File: src/rtl/pio_timer_pkg.sv
package pio_timer_pkg;

   typedef enum logic [2:0] {
      PH_IDLE   = 3'd0,
      PH_SETUP  = 3'd1,
      PH_ACTIVE = 3'd2,
      PH_RECOV  = 3'd3,
      PH_DONE   = 3'd4
   } pio_phase_e;

   function automatic int unsigned max3(input int unsigned a, input int unsigned b,
                                        input int unsigned c);
      int unsigned m;
      m = (a > b) ? a : b;
      return (m > c) ? m : c;
   endfunction

endpackage

File: src/rtl/pio_timing_select.sv
module pio_timing_select #(
   parameter int NUM_DRIVES = 4,
   parameter int ACT_W      = 4,
   parameter int REC_W      = 4,
   parameter int SET_W      = 2,
   parameter int DRV_W      = 2
) (
   input  logic                              clk,
   input  logic                              rst_n,
   input  logic [NUM_DRIVES*(ACT_W+REC_W)-1:0] timing_word,
   input  logic [NUM_DRIVES*SET_W-1:0]         setup_word,
   input  logic [DRV_W-1:0]                  sel_drive,
   input  logic                              capture,
   output logic [SET_W-1:0]                  setup_now,
   output logic [ACT_W-1:0]                  act_lat,
   output logic [REC_W-1:0]                  rec_lat
);

   localparam int SLOT_W = ACT_W + REC_W;

   logic [ACT_W-1:0] act_f [NUM_DRIVES];
   logic [REC_W-1:0] rec_f [NUM_DRIVES];
   logic [SET_W-1:0] set_f [NUM_DRIVES];
   logic [ACT_W-1:0] act_now;
   logic [REC_W-1:0] rec_now;

   // Slot 0 sits at the most significant end of each word.
   for (genvar i = 0; i < NUM_DRIVES; i++) begin : g_slot
      assign act_f[i] = timing_word[(NUM_DRIVES-i)*SLOT_W-1 -: ACT_W];
      assign rec_f[i] = timing_word[(NUM_DRIVES-i)*SLOT_W-ACT_W-1 -: REC_W];
      assign set_f[i] = setup_word[(NUM_DRIVES-i)*SET_W-1 -: SET_W];
   end

   if (NUM_DRIVES == 1) begin : g_single
      logic unused_sel;
      assign unused_sel = ^sel_drive;
      assign act_now    = act_f[0];
      assign rec_now    = rec_f[0];
      assign setup_now  = set_f[0];
   end else begin : g_mux
      always_comb begin
         act_now   = '0;
         rec_now   = '0;
         setup_now = '0;
         for (int k = 0; k < NUM_DRIVES; k++) begin
            if (int'(sel_drive) == k) begin
               act_now   = act_f[k];
               rec_now   = rec_f[k];
               setup_now = set_f[k];
            end
         end
      end
   end

   always_ff @(posedge clk or negedge rst_n) begin
      if (!rst_n) begin
         act_lat <= '0;
         rec_lat <= '0;
      end else if (capture) begin
         act_lat <= act_now;
         rec_lat <= rec_now;
      end
   end


   held_fields_chk: assert property (@(posedge clk) disable iff (!rst_n)
      !$past(capture) |-> ($stable(act_lat) && $stable(rec_lat)))
      else $error("latched fields moved without a capture");

endmodule

File: src/rtl/pio_phase_counter.sv
module pio_phase_counter #(
   parameter int CNT_W = 4
) (
   input  logic             clk,
   input  logic             rst_n,
   input  logic             load,
   input  logic [CNT_W-1:0] load_val,
   output logic             cnt_zero
);

   logic [CNT_W-1:0] cnt_q;

   always_ff @(posedge clk or negedge rst_n) begin
      if (!rst_n)              cnt_q <= '0;
      else if (load)           cnt_q <= load_val;
      else if (cnt_q != '0)    cnt_q <= cnt_q - 1'b1;
   end

   assign cnt_zero = (cnt_q == '0);

   // each clock without a load moves the count one step toward zero
   count_step_chk: assert property (@(posedge clk) disable iff (!rst_n)
      (!load && !cnt_zero) |=> (cnt_q == $past(cnt_q) - 1'b1))
      else $error("phase counter skipped a step");

endmodule

File: src/rtl/pio_strobe_seq.sv
module pio_strobe_seq
   import pio_timer_pkg::*;
#(
   parameter int DRV_W = 2
) (
   input  logic             clk,
   input  logic             rst_n,
   input  logic             req_valid,
   input  logic [DRV_W-1:0] req_drive,
   input  logic             req_write,
   input  logic             cnt_zero,
   output pio_phase_e       phase,
   output logic             accept,
   output logic             load,
   output pio_phase_e       load_sel,
   output logic [DRV_W-1:0] cyc_drive,
   output logic             cyc_write
);

   pio_phase_e nxt;

   assign accept = (phase == PH_IDLE) && req_valid;

   always_comb begin
      nxt = phase;
      case (phase)
         PH_IDLE:   if (req_valid) nxt = PH_SETUP;
         PH_SETUP:  if (cnt_zero)  nxt = PH_ACTIVE;
         PH_ACTIVE: if (cnt_zero)  nxt = PH_RECOV;
         PH_RECOV:  if (cnt_zero)  nxt = PH_DONE;
         PH_DONE:                  nxt = PH_IDLE;
         default:                  nxt = PH_IDLE;
      endcase
   end

   assign load     = accept
                   || ((phase == PH_SETUP)  && cnt_zero)
                   || ((phase == PH_ACTIVE) && cnt_zero);
   assign load_sel = nxt;

   always_ff @(posedge clk or negedge rst_n) begin
      if (!rst_n) begin
         phase     <= PH_IDLE;
         cyc_drive <= '0;
         cyc_write <= 1'b0;
      end else begin
         phase <= nxt;
         if (accept) begin
            cyc_drive <= req_drive;
            cyc_write <= req_write;
         end
      end
   end


   done_one_clk_chk: assert property (@(posedge clk) disable iff (!rst_n)
      (phase == PH_DONE) |=> (phase == PH_IDLE))
      else $error("done phase lasted more than one clock");


   busy_no_restart_chk: assert property (@(posedge clk) disable iff (!rst_n)
      ((phase != PH_IDLE) && (phase != PH_DONE)) |=> (phase != PH_SETUP) || ($past(phase) == PH_SETUP))
      else $error("transfer restarted while busy");


   drive_hold_chk: assert property (@(posedge clk) disable iff (!rst_n)
      (phase != PH_IDLE) |=> $stable(cyc_drive) && $stable(cyc_write))
      else $error("transfer attributes changed mid-transfer");

endmodule

File: src/rtl/pio_cycle_timer.sv
module pio_cycle_timer
   import pio_timer_pkg::*;
#(
   parameter int NUM_DRIVES = 4,
   parameter int ACT_W      = 4,
   parameter int REC_W      = 4,
   parameter int SET_W      = 2,
   parameter int DATA_W     = 16,
   localparam int DRV_W     = (NUM_DRIVES > 1) ? $clog2(NUM_DRIVES) : 1,
   localparam int SLOT_W    = ACT_W + REC_W
) (
   input  logic                         clk,
   input  logic                         rst_n,
   input  logic [NUM_DRIVES*SLOT_W-1:0] timing_word,
   input  logic [NUM_DRIVES*SET_W-1:0]  setup_word,
   input  logic                         req_valid,
   input  logic [DRV_W-1:0]             req_drive,
   input  logic                         req_write,
   output logic                         req_ready,
   input  logic [DATA_W-1:0]            bus_rd_data,
   output logic [DATA_W-1:0]            rd_data,
   output logic                         addr_valid,
   output logic                         rd_strobe_n,
   output logic                         wr_strobe_n,
   output logic [DRV_W-1:0]             cyc_drive,
   output logic                         done
);

   localparam int CNT_W = int'(max3(ACT_W, REC_W, SET_W));

   if (NUM_DRIVES < 1) begin : g_bad_drives
      $error("NUM_DRIVES must be at least 1");
   end
   if (ACT_W < 1 || REC_W < 1 || SET_W < 1) begin : g_bad_fields
      $error("timing field widths must be at least 1");
   end
   if (DATA_W < 1) begin : g_bad_data
      $error("DATA_W must be at least 1");
   end

   pio_phase_e       phase;
   pio_phase_e       load_sel;
   logic             accept;
   logic             load;
   logic             cnt_zero;
   logic             cyc_write;
   logic [SET_W-1:0] setup_now;
   logic [ACT_W-1:0] act_lat;
   logic [REC_W-1:0] rec_lat;
   logic [CNT_W-1:0] load_val;

   pio_timing_select #(
      .NUM_DRIVES (NUM_DRIVES),
      .ACT_W      (ACT_W),
      .REC_W      (REC_W),
      .SET_W      (SET_W),
      .DRV_W      (DRV_W)
   ) u_select (
      .clk         (clk),
      .rst_n       (rst_n),
      .timing_word (timing_word),
      .setup_word  (setup_word),
      .sel_drive   (req_drive),
      .capture     (accept),
      .setup_now   (setup_now),
      .act_lat     (act_lat),
      .rec_lat     (rec_lat)
   );

   pio_strobe_seq #(
      .DRV_W (DRV_W)
   ) u_seq (
      .clk       (clk),
      .rst_n     (rst_n),
      .req_valid (req_valid),
      .req_drive (req_drive),
      .req_write (req_write),
      .cnt_zero  (cnt_zero),
      .phase     (phase),
      .accept    (accept),
      .load      (load),
      .load_sel  (load_sel),
      .cyc_drive (cyc_drive),
      .cyc_write (cyc_write)
   );

   always_comb begin
      case (load_sel)
         PH_SETUP:  load_val = CNT_W'(setup_now);
         PH_ACTIVE: load_val = CNT_W'(act_lat);
         PH_RECOV:  load_val = CNT_W'(rec_lat);
         default:   load_val = '0;
      endcase
   end

   pio_phase_counter #(
      .CNT_W (CNT_W)
   ) u_count (
      .clk      (clk),
      .rst_n    (rst_n),
      .load     (load),
      .load_val (load_val),
      .cnt_zero (cnt_zero)
   );

   always_ff @(posedge clk or negedge rst_n) begin
      if (!rst_n)
         rd_data <= '0;
      else if ((phase == PH_ACTIVE) && cnt_zero && !cyc_write)
         rd_data <= bus_rd_data;
   end

   assign req_ready   = (phase == PH_IDLE);
   assign addr_valid  = (phase == PH_SETUP) || (phase == PH_ACTIVE) || (phase == PH_RECOV);
   assign rd_strobe_n = !((phase == PH_ACTIVE) && !cyc_write);
   assign wr_strobe_n = !((phase == PH_ACTIVE) &&  cyc_write);
   assign done        = (phase == PH_DONE);


   one_strobe_chk: assert property (@(posedge clk) disable iff (!rst_n)
      rd_strobe_n || wr_strobe_n)
      else $error("both strobes low");


   ready_after_done_chk: assert property (@(posedge clk) disable iff (!rst_n)
      done |=> req_ready)
      else $error("not ready after done");


   rd_data_hold_chk: assert property (@(posedge clk) disable iff (!rst_n)
      rd_strobe_n |=> $stable(rd_data))
      else $error("read data changed outside a read strobe");


   recov_follows_active_chk: assert property (@(posedge clk) disable iff (!rst_n)
      $rose(rd_strobe_n & wr_strobe_n) |-> addr_valid)
      else $error("strobe ended without a recovery phase");

endmodule

File: config.mk
export PLATFORM = sky130hd
export DESIGN_NAME = pio_cycle_timer
export DESIGN_NICKNAME = d
export VERILOG_FILES = /design/src/rtl/pio_timer_pkg.sv /design/src/rtl/pio_timing_select.sv /design/src/rtl/pio_phase_counter.sv /design/src/rtl/pio_strobe_seq.sv /design/src/rtl/pio_cycle_timer.sv
export SDC_FILE = /design/constraint.sdc
export NUM_CORES = 1
export LEC_CHECK = 0
export BUFFER_PORTS_ARGS = -buffer_cell sky130_fd_sc_hd__buf_2
export CAP_MARGIN = 10
export CORE_UTILIZATION = 47
export CTS_CLUSTER_DIAMETER = 200
export DETAILED_ROUTE_END_ITERATION = 10
export GPL_ROUTABILITY_DRIVEN = 0
export HOLD_SLACK_MARGIN = 0.15
export PLACE_DENSITY_LB_ADDON = 0.1
export REMOVE_ABC_BUFFERS = 1
export SLEW_MARGIN = 25
export SYNTH_ARGS = -nofsm -noshare
export SYNTH_HDL_FRONTEND = slang
export SYNTH_SLANG_ARGS = --single-unit
File: constraint.sdc
create_clock -name clk -period 4.9 [get_ports clk]
set_input_delay 0.735 -clock clk [delete_from_list [all_inputs] [get_ports clk]]
set_output_delay 0.735 -clock clk [all_outputs]
set_load 0.02 [all_outputs]
Word level (Yosys, flattened, before mapping)
Cells that the tools add are included.
{"block": "totals", "ram_bits": 0, "in_bits": 62, "output_inout_bits": 23, "ff_bits": 34, "latchBits": 0, "mem_count": 0, "elab_cells": 56, "romBits": 0}
{"block": "classes", "bitwise_logic": 0, "muxes": 20, "reduce_logical": 18, "n_addsub": 1, "n_div": 0, "mul": 0, "n_eq_ne": 10, "magnitude_cmp": 0, "shift": 0}
{"cell": "$mux W4", "count": 10}
{"cell": "$eq A3 B2 Y1 const B", "count": 4}
{"cell": "$mux W3", "count": 4}
{"cell": "$pmux W3 S4", "count": 1}
{"cell": "$pmux W4 S3", "count": 1}
{"cell": "$mux W2", "count": 4}
{"cell": "$eq A3 B1 Y1 const B", "count": 2}
{"cell": "$logic_and A1 B1 Y1", "count": 6}
{"cell": "$eq A2 B2 Y1 const B", "count": 2}
{"cell": "$logic_not A4 Y1", "count": 1}
{"cell": "$logic_or A1 B1 Y1", "count": 4}
{"cell": "$reduce_bool A4 Y1", "count": 1}
{"cell": "$sub A4 B1 Y4 const B", "count": 1}
{"cell": "$eq A3 B3 Y1 const B", "count": 1}
{"cell": "$logic_not A1 Y1", "count": 3}
{"cell": "$logic_not A3 Y1", "count": 1}
{"cell": "$eq A2 B1 Y1 const B", "count": 1}
{"cell": "$logic_not A2 Y1", "count": 1}
{"cell": "$reduce_bool A2 Y1", "count": 1}

Depth between registers and ports, before layout
{"block": "logic_depth", "ltp_word": 7, "ltp_mapped": 7, "depth_no_buf": 6}

Cells and area by module
A second synthesis with hierarchy kept.
{"block": "unflattened", "cells_unflattened": 145, "hier_area_um2": 1878.1}
{"module": "pio_cycle_timer", "seq_area_each_um2": 400.4, "instances": 1, "cells_each": 55, "area_each_um2": 797.0}
{"module": "pio_timing_select", "seq_area_each_um2": 200.2, "instances": 1, "cells_each": 47, "area_each_um2": 570.5}
{"module": "pio_strobe_seq", "seq_area_each_um2": 150.1, "instances": 1, "cells_each": 21, "area_each_um2": 276.5}
{"module": "pio_phase_counter", "seq_area_each_um2": 100.1, "instances": 1, "cells_each": 22, "area_each_um2": 234.0}

Worst setup path after synthesis
Ideal clock, no wire load.
{"block": "synth_timing", "kind": "input to register", "start": "in req_drive[0]", "end": "reg u_select.act_lat[2]", "path_slack_ns": 3.011, "n_path_buf": 1, "t_arrival_ns": 1.764, "required_ns": 4.775, "cell_stages": 3, "cell_sequence": "buf_2 mux4_2 mux2_2"}
{"block": "synth_via", "elab_chain_cells": 5}
{"item": "start: declaration", "line_no": "pio_cycle_timer.sv:17", "text": "input logic [DRV_W-1:0] req_drive,"}
{"item": "$logic_not A2 Y1", "line_no": "pio_timing_select.sv:46", "text": "if (int'(sel_drive) == k) begin"}
{"item": "$mux W4 (3 in a row)", "line_no": "pio_timing_select.sv:46"}
{"item": "$mux W4 *", "line_no": "pio_timing_select.sv:46"}
{"item": "end signal: assignment", "line_no": "pio_timing_select.sv:60", "text": "act_lat <= act_now;"}
{"item": "end: declaration", "line_no": "pio_timing_select.sv:15", "text": "output logic [ACT_W-1:0] act_lat,"}
Every way passes the cells marked *; elsewhere a longest branch is shown, timed or not.
A chain may end at the register's enable or synchronous reset.

Final worst setup path
{"block": "layout_timing", "start": "reg u_seq.phase[0]", "end": "reg rd_data[7]"}
{"block": "layout_via", "elab_chain_cells": 3}
{"item": "start: declaration", "line_no": "pio_strobe_seq.sv:12", "text": "output pio_phase_e phase,"}
{"item": "start signal: assignment", "line_no": "pio_strobe_seq.sv:47", "text": "phase <= nxt;"}
{"item": "$eq A3 B2 Y1", "line_no": "pio_cycle_timer.sv:109", "text": "else if ((phase == PH_ACTIVE) && cnt_zero && !cyc_write)"}
{"item": "$logic_and A1 B1 Y1 (2 in a row)", "line_no": "pio_cycle_timer.sv:109"}
{"item": "end signal: assignment", "line_no": "pio_cycle_timer.sv:110", "text": "rd_data <= bus_rd_data;"}
{"item": "end: declaration", "line_no": "pio_cycle_timer.sv:21", "text": "output logic [DATA_W-1:0] rd_data,"}
Every way passes these cells.

==> flow_metrics.env <==
export IMPL_critPathRequiredTime_ns=5.07
export IMPL_synth_warnings=0
export IMPL_hold_viol_final=0
export IMPL_io_buffers=84
export IMPL_viasPerCell=5.31
export IMPL_clock_skew_ns=0.00624
export IMPL_power_density_mw_per_mm2=589
export IMPL_cts_tree="done"
export IMPL_syn_area_mm2=0.00185
export IMPL_io_pins=85
export IMPL_die_w_um=64.8
export IMPL_setup_viol=0
export IMPL_vias=1461
export IMPL_tns_ns=0
export IMPL_drc=0
export IMPL_worst_slew_pin_transition_ns=0.831
export IMPL_grtUsageTotal_pct=21.1
export IMPL_max_cap_viol_count=0
export IMPL_period_share_pct=44.8
export IMPL_fp_dieH_um=64.8
export IMPL_hold_path_class="input pin to asynchronous set/reset pin"
export IMPL_ys_types=32
export IMPL_synth_seq_cells=34
export IMPL_rsz0062_at_grt="false"
export IMPL_layout_nets=289
export IMPL_grt_max_degree=35
export IMPL_yosysSeqAreaShare_pct=45.9
export IMPL_postCtsSetupRepairBufs=0
export IMPL_cts_resized=0
export IMPL_drt_iter0_markers=79
export IMPL_clk_path_buf_depth=2
export IMPL_cts_root_buf="clkbuf_8"
export IMPL_fmax_mhz=455
export IMPL_clk_latency_ns=0.28
export IMPL_max_stage_delay_ns=0.82
export IMPL_cp_slowest_cell="or4_1"
export IMPL_critPathCaptureType="flip-flop"
export IMPL_htreeDepth=2
export IMPL_syn_to_final_growth_pct=28.9
export IMPL_dp_cells=267
export IMPL_status="finished, final reports clean"
export IMPL_synth_cells=144
export IMPL_relSlewSlack_pct=44.6
export IMPL_fin_cells=275
export IMPL_crit_type="flip-flop to flip-flop"
export IMPL_power_leakage_nw=1.17
export IMPL_worstPathArrival_ns=2.37
export IMPL_path_max_fanout=16
export IMPL_antenna_found_initial=0
export IMPL_initial_core_util_pct=49.9
export IMPL_path_cells="nor2_2, nand3b_1, or4_1, mux2_4"
export IMPL_start_kind="flip-flop"
export IMPL_dp_hpwl_um=3040
export IMPL_path_clk_slew_ns=0.07
export IMPL_cts_buffers=5
export IMPL_finalMaxSlewViolations=0
export IMPL_core_mm2=0.00372
export IMPL_grt_overflow_total=0
export IMPL_drtAntennaViolNets=0
export IMPL_avgSynthCellArea_um2=12.9
export IMPL_grt_pass1_vias=1505
export IMPL_drive_gt1_share_pct=56.8
export IMPL_peakVddDrop_v=0.000319
export IMPL_cts_sinks=34
export IMPL_dieArea_mm2=0.00420
export IMPL_routed_wl_um=4030
export IMPL_rows=22
export IMPL_diodes=0
export IMPL_detail_route_wl_per_cell_um=14.7
export IMPL_grt_pass1_wl_um=6620
export IMPL_dr_pass1_iters=4
export IMPL_fin_crit_ns=2.20
export IMPL_holdBufCountCts=0
## power breakdown
group	internal [mW]	switching (mW)	leakage [nW]	total, mW
combinational	0.316	0.324	0.708	0.640
clock	0.142	0.0977	0.0575	0.240
sequential	0.420	0.107	0.404	0.527
## flip-flops by register name, indices dropped and copies added (netlist names)
register and count:
u_seq.cyc_drive 2, rd_data 16, u_seq.cyc_write 1, u_select.rec_lat 4, u_count.cnt_q 4, u_seq.phase 3
u_select.act_lat 4
## cells in the final DEF, fill, tap and decap left out
master and instances:
nand3b_1 1, mux4_2 10, clkbuf_8 8, o21ai_0 6, mux2i_1 6, nor2_1 9
ha_1 1, nor2_2 1, inv_1 5, mux2_2 15, buf_2 84, xnor2_1 1
mux2_4 10, nor3b_1 3, and2_1 2, nand2_1 6, a22o_1 3, o31ai_1 1
nor2b_1 4, a21oi_1 5, nor3_1 2, a221oi_1 1, buf_4 1, a22oi_1 3
or4_1 1, dfrtp_1 34, or3_1 1, nand3_1 1, o211ai_1 1, a2bb2oi_1 1
## logic make-up after synthesis
family	share of synthesized area, %
mux	32.6
flops	45.9
simple gates	8.58
compound gates	7.36
buf+inv	4.39
xor+xnor	0.473
fa+ha+maj	0.675
## layer usage
metal	wire length, µm	up-vias	part of all wire (%)	track usage, %
li1	-	687	-	-
met1	1660	702	41	23.3
met2	2050	64	51	37.6
met4	73	0	1.8	9.44
met5	0	-	0	0
met3	256	8	6.3	5.46
## through the flow
step	cell area, µm²	setup WS (ns)	hold WS (ns)	util, %	power [mW]
after floorplan	1790	2.60	0.439	-	0.963
after global placement	2280	2.78	0.484	61.3	1.14
after detailed placement	2280	2.68	0.492	61.3	1.17
after CTS	2390	2.69	0.509	64.3	1.42
after global routing	2390	2.56	0.518	64.3	1.50
final	2390	2.70	0.505	64.3	1.41
## path summary, 6_finish.rpt
| check | cells past startpoint | from | slack, ns | to |
|---|---|---|---|---|
| worst max-delay path | 4 | u_seq.phase[0]$_DFF_PN0_ | 2.70 | rd_data[7]$_DFFE_PN0P_ |
| worst min-delay path | 1 | rst_n | 0.51 | rd_data[14]$_DFFE_PN0P_ |
| worst max register to register | 4 | u_seq.phase[0]$_DFF_PN0_ | 2.70 | rd_data[7]$_DFFE_PN0P_ |
| worst min register to register | 1 | rd_data[2]$_DFFE_PN0P_ | 0.51 | rd_data[2]$_DFFE_PN0P_ |
| max in group asynchronous | 1 | rst_n | 3.92 | u_select.act_lat[2]$_DFFE_PN0P_ |
| min in group clk | 1 | rd_data[2]$_DFFE_PN0P_ | 0.51 | rd_data[2]$_DFFE_PN0P_ |
## cells in the mapped netlist (all sizes together)
| master | number | area (µm²) |
|---|---|---|
| dfrtp | 34 | 851 |
| mux2 | 25 | 319 |
| mux4 | 10 | 225 |
| nor2 | 10 | 40.0 |
| mux2i | 6 | 60.1 |
| nand2 | 6 | 22.5 |
| o21ai | 6 | 30.0 |
| a21oi | 5 | 25.0 |
| buf | 5 | 43.8 |
| clkbuf | 5 | 18.8 |
| inv | 5 | 18.8 |
| nor2b | 4 | 25.0 |
| a22o | 3 | 26.3 |
| a22oi | 3 | 22.5 |
| nor3b | 3 | 22.5 |
| and2 | 2 | 12.5 |
| nor3 | 2 | 10.0 |
| a221oi | 1 | 8.76 |
| a2bb2oi | 1 | 8.76 |
| ha | 1 | 12.5 |
| nand3 | 1 | 5.00 |
| nand3b | 1 | 7.51 |
| o211ai | 1 | 7.51 |
| o31ai | 1 | 7.51 |
| or3 | 1 | 6.26 |
| or4 | 1 | 7.51 |
| xnor2 | 1 | 8.76 |
## area by class of cell
cell class / instances / area (µm²)
sequential: 34 / 851
clock buffer: 8 / 110
inverter: 5 / 18.8
timing repair buffer: 85 / 428
fill: 294 / 1330
multi-input combinational: 95 / 921
tap: 48 / 60.1
## worst max-delay path: cells and delay by family, from the launching register on
family	cells	cell delay, ns
flops	1	0.55
mux	1	0.44
simple gates	3	1.09
Power figures use the tool's default switching activity.
